==> config.mk <==
export PLATFORM = sky130hd
export DESIGN_NAME = sync_master_rx
export DESIGN_NICKNAME = d
export VERILOG_FILES = /design/src/rtl/sync_master_rx.sv
export SDC_FILE = /design/constraint.sdc
export NUM_CORES = 1
export LEC_CHECK = 0
export BUFFER_PORTS_ARGS = -buffer_cell sky130_fd_sc_hd__buf_2
export CORE_ASPECT_RATIO = 1.2
export CORE_MARGIN = 2
export CORE_UTILIZATION = 42
export DETAILED_ROUTE_END_ITERATION = 10
export GPL_TIMING_DRIVEN = 0
export MAX_ROUTING_LAYER = met4
export SETUP_SLACK_MARGIN = 0.1
export SLEW_MARGIN = 0
export SYNTH_ARGS = -nofsm -noshare
export SYNTH_HDL_FRONTEND = slang
export SYNTH_SLANG_ARGS = --single-unit
export TNS_END_PERCENT = 1
==> constraint.sdc <==
create_clock -name clk -period 5.31 [get_ports clk]
set_input_delay 0.531 -clock clk [delete_from_list [all_inputs] [get_ports clk]]
set_output_delay 0.531 -clock clk [all_outputs]
set_load 0.005 [all_outputs]
==> src/rtl/sync_master_rx.sv <==
module sync_master_rx #(
  parameter int DIV_W  = 8,
  parameter int WORD_W = 8
) (
  input  logic              clk,
  input  logic              rst_n,
  input  logic              port_en,
  input  logic              sync_mode,
  input  logic              master_en,
  input  logic              nine_bit,
  input  logic              single_set,
  input  logic              cont_en,
  input  logic [DIV_W-1:0]  div_val,
  input  logic              irq_en,
  input  logic              rd_strobe,
  input  logic              sdata,
  output logic              sclk,
  output logic              single_busy,
  output logic [WORD_W-1:0] rx_data,
  output logic              rx_bit9,
  output logic              rx_flag,
  output logic              ovr_err,
  output logic              irq
);
  localparam int BIT_W = $clog2(WORD_W + 1);

  logic [DIV_W:0]  cnt;
  logic [BIT_W-1:0] bitn;
  logic [WORD_W:0] sr;
  logic [WORD_W:0] mem [2];
  logic            running, single_en, ovr, cont_q, head;
  logic [1:0]      count;

  wire [DIV_W:0]   half_end = {div_val, 1'b1};
  wire             cfg_ok   = port_en & sync_mode & master_en;
  wire             go       = cfg_ok & (cont_en | single_en);
  wire [BIT_W-1:0] last_bit = nine_bit ? BIT_W'(WORD_W) : BIT_W'(WORD_W - 1);
  wire             half_done = running && (cnt == half_end);
  wire             word_done = half_done && sclk && (bitn == last_bit);
  wire             pop      = rd_strobe && (count != 2'd0);
  wire             room     = (count != 2'd2) || pop;
  wire             push     = word_done && !ovr && room;
  wire             ovr_set  = word_done && !ovr && !room;
  wire             tail     = head ^ count[0];

  assign rx_data     = mem[head][WORD_W-1:0];
  assign rx_bit9     = mem[head][WORD_W];
  assign rx_flag     = (count != 2'd0);
  assign irq         = rx_flag & irq_en;
  assign ovr_err     = ovr;
  assign single_busy = single_en;

  always_ff @(posedge clk or negedge rst_n) begin
    if (!rst_n) begin
      cnt <= '0; bitn <= '0; sr <= '0; running <= 1'b0; sclk <= 1'b1;
      single_en <= 1'b0; ovr <= 1'b0; cont_q <= 1'b0; head <= 1'b0; count <= 2'd0;
      mem[0] <= '0; mem[1] <= '0;
    end else if (!port_en) begin
      cnt <= '0; bitn <= '0; sr <= '0; running <= 1'b0; sclk <= 1'b1;
      single_en <= 1'b0; ovr <= 1'b0; cont_q <= 1'b0; head <= 1'b0; count <= 2'd0;
    end else begin
      cont_q    <= cont_en;
      single_en <= (single_en & ~word_done) | single_set;
      if (cont_q && !cont_en) ovr <= 1'b0;
      else if (ovr_set)       ovr <= 1'b1;

      if (!running) begin
        if (go) begin
          running <= 1'b1; sclk <= 1'b0; cnt <= '0; bitn <= '0; sr[0] <= sdata;
        end
      end else if (!go) begin
        running <= 1'b0; sclk <= 1'b1; cnt <= '0;
      end else if (cnt != half_end) begin
        cnt <= cnt + 1'b1;
      end else begin
        cnt <= '0;
        if (!sclk) sclk <= 1'b1;
        else if (bitn != last_bit) begin
          bitn <= bitn + 1'b1; sclk <= 1'b0; sr[bitn + 1'b1] <= sdata;
        end else if (cont_en) begin
          bitn <= '0; sclk <= 1'b0; sr[0] <= sdata;
        end else running <= 1'b0;
      end

      if (push) mem[tail] <= {nine_bit & sr[WORD_W], sr[WORD_W-1:0]};
      if (pop)  head <= ~head;
      count <= count + {1'b0, push} - {1'b0, pop};
    end
  end

  assert_idle_high_R1: assert property (@(posedge clk) disable iff (!rst_n)
    !running |-> sclk);
  assert_single_clear_R3: assert property (@(posedge clk) disable iff (!rst_n)
    (word_done && !single_set) |=> !single_busy);
  assert_count_max_R6: assert property (@(posedge clk) disable iff (!rst_n)
    count <= 2'd2);
  assert_ovr_sticky_R9: assert property (@(posedge clk) disable iff (!rst_n)
    (port_en && ovr && cont_en) |=> ovr_err);
  assert_no_load_R9: assert property (@(posedge clk) disable iff (!rst_n)
    ovr |=> count <= $past(count));
  assert_disable_R11: assert property (@(posedge clk) disable iff (!rst_n)
    !port_en |=> (!rx_flag && !ovr_err && sclk && !single_busy));
endmodule

==> impl_metrics.tcl <==
set metrics [dict create \
    status "completed" \
    skew_ns 0.00580 \
    dieArea_sq_um 7180 \
    cts.repair.resized 0 \
    place.gp.congestion 0.826 \
    drv_cap 0 \
    pin_count 33 \
    post_drt_wl_per_cell_microns 14.4 \
    antenna_found_initial 0 \
    setup_viol 0 \
    synthToLayoutAreaGrowth_pct 13.8 \
    drc_errors 0 \
    clock_latency_ns 0.30 \
    grt_pass1_wl_mm 9.75 \
    num_vias 2126 \
    synthesis.area_sq_um 2740 \
    syn_nets 292 \
    clk_root_buffer_cell "clkbuf_8" \
    die_h_microns 92.4 \
    period_needed_ns 2.83 \
    drt_iter0_drc 91 \
    endpoint_kind "flip-flop" \
    layout_commonest_cell "dfrtp_1" \
    cp-start-kind "flip-flop" \
    htree_levels 2 \
    avgSynthCellArea_sq_um 10.3 \
    final_cell_mix "dfrtp_1, buf_2, mux2_2, nor2_1, nand2_1" \
    hold_buffers 0 \
    path_max_fanout 9 \
    synth.distinct_cells 48 \
    fin_crit_sh_pct 53.2 \
    rsz0062_at_grt "false" \
    p_leak_nw 1.49 \
    num_antenna_cells 0 \
    slew_viol_final 0 \
    ys_seq_area_share_pct 44.0 \
    cts_buffer_depth 2 \
    start_util_pct 43.0 \
    grt_max_degree 49 \
    grt_pass1_vias 2141 \
    ys.warnings.count 0 \
    path_class "flip-flop to flip-flop" \
    clock.fmax_ghz 0.354 \
    cts-buffers-inserted 5 \
    hpwl_mm 4.15 \
    yosys_register_bits 48 \
    placed_cell_area_sq_um 3000 \
    dr.pass1.iters 4 \
    grt-ovfl-total 0 \
    fp.coreArea_sq_um 6370 \
    fin_area_sq_um 3110 \
    slew_headroom_pct 29.8 \
    viasPerCell 5.44 \
    peakVddDrop_uv 143 \
    tightestPinTransition_ns 1.05 \
    row_count 32 \
    hold_class "primary input to async pin" \
    io_buffers 32 \
    die_x_microns 77.7 \
    required_ns 5.48 \
    cts_tree "yes" \
    cp.arrival_ns 3.00 \
    nFillCells 602 \
    tns_ns 0 \
    drt_wl_total_mm 5.62 \
    postCtsSetupRepairBufs 0 \
    cts_sinks 48 \
    multi_input_area_sq_um 1440 \
    register_area_sq_um 1200 \
    detail-route-antenna-nets 0 \
    syn_inst 266 \
    power.density_nw_per_um2 216 \
    hold_violations 0 \
    drive_above_1_share_pct 24.8 \
    grt.total_usage_pct 17.6 \
    finalNetCount 331 \
    cts.reportedPaths.clkPinSlew_ns 0.08 \
]
synth_stat cells, drive strengths merged:
master	count	area (sq um)
a22o	1	8.76
o311a	1	10.0
mux2	27	304
xnor2	12	105
nor3	13	92.6
dfstp	1	26.3
a22oi	2	15.0
a41oi	2	17.5
o211a	1	10.0
mux2i	6	60.1
and4	2	17.5
a211oi	2	15.0
xor2	7	61.3
or2	1	6.26
a31oi	5	31.3
o21a	2	15.0
nand3b	1	7.51
o311ai	1	8.76
or4	2	15.0
dfrtp	47	1180
nor2	22	82.6
buf	5	35.0
a221oi	1	8.76
and3b	1	8.76
or3	3	18.8
and2	8	50.1
inv	11	41.3
o21ai	11	55.1
nand4b	2	32.5
ha	7	87.6
and3	8	50.1
clkbuf	5	18.8
nand2	16	60.1
a311oi	2	17.5
a21oi	11	55.1
nand4	10	62.6
o211ai	1	7.51
nor2b	4	25.0
nand3	2	15.0
per-layer routing:
layer  vias up  share of wire, %  global-route usage [%]
met1      1013                44                    20.9
met5         -                 0                       -
met2        70                50                    29.6
li1       1034                 -                       -
met3         9               4.5                    2.83
met4         0               1.4                    7.29
critical path, stage by stage (launching register included):
cell     delay [ns]
dfrtp_1        0.51
and3_1         0.20
buf_4          0.14
a22o_1         0.12
buf_4          0.17
nand4_1        0.17
or4_1          0.55
ha_1           0.28
inv_1          0.04
ha_1           0.18
xor2_1         0.16
xnor2_1        0.13
nor2_1         0.05
worst paths after layout:
kind,from,end,slack (ns),depth (start not counted)
worst max-delay path,bitn[0],count[1],2.48,12
worst min-delay path,rst_n,mem[10],0.42,1
worst max register to register,bitn[0],count[1],2.48,12
worst min register to register,mem[9],mem[9],0.49,1
max in group asynchronous,rst_n,mem[13],4.25,1
min in group clk,single_set,single_busy,0.45,3
stage by stage:
step	utilization (%)	setup WS, ns	hold WS [ns]	instances	power, W
finish	48.9	2.48	0.417	391	0.000672
global route	48.9	2.32	0.482	391	0.000704
CTS	48.9	2.46	0.449	391	0.000684
detailed placement	47.2	2.38	0.471	383	0.000419
global placement	47.2	2.42	0.464	383	0.000419
floorplan	-	2.74	0.235	266	0.000395
kinds of logic after synthesis:
kind of cell | synth area share (%)
simple gates | 19.9
buf+inv | 3.48
flops | 44.0
fa+ha+maj | 3.20
mux | 13.3
compound gates | 10.1
xor+xnor | 6.08
registers in the layout (all words and copies together), names as in the netlist, 2 cells and up:
name and cells:
mem 18, cnt 9, sr 9, count 2, bitn 4
report_power, final:
part           leakage, nW  switching (W)  internal, W
logic                0.767      0.0000283    0.0000128
registers            0.664     0.00000244     0.000368
clock network       0.0541       0.000121     0.000139
cell type report:
type	count	area share, %
Timing Repair Buffer	32	5.14
Tap cell	85	3.42
Clock inverter	3	1.37
Clock buffer	5	2.21
Multi-Input combinational cell	197	46.2
Inverter	11	1.33
Sequential cell	48	38.6
Buffer	10	1.73
No activity file was read; power rests on OpenSTA's default activity.
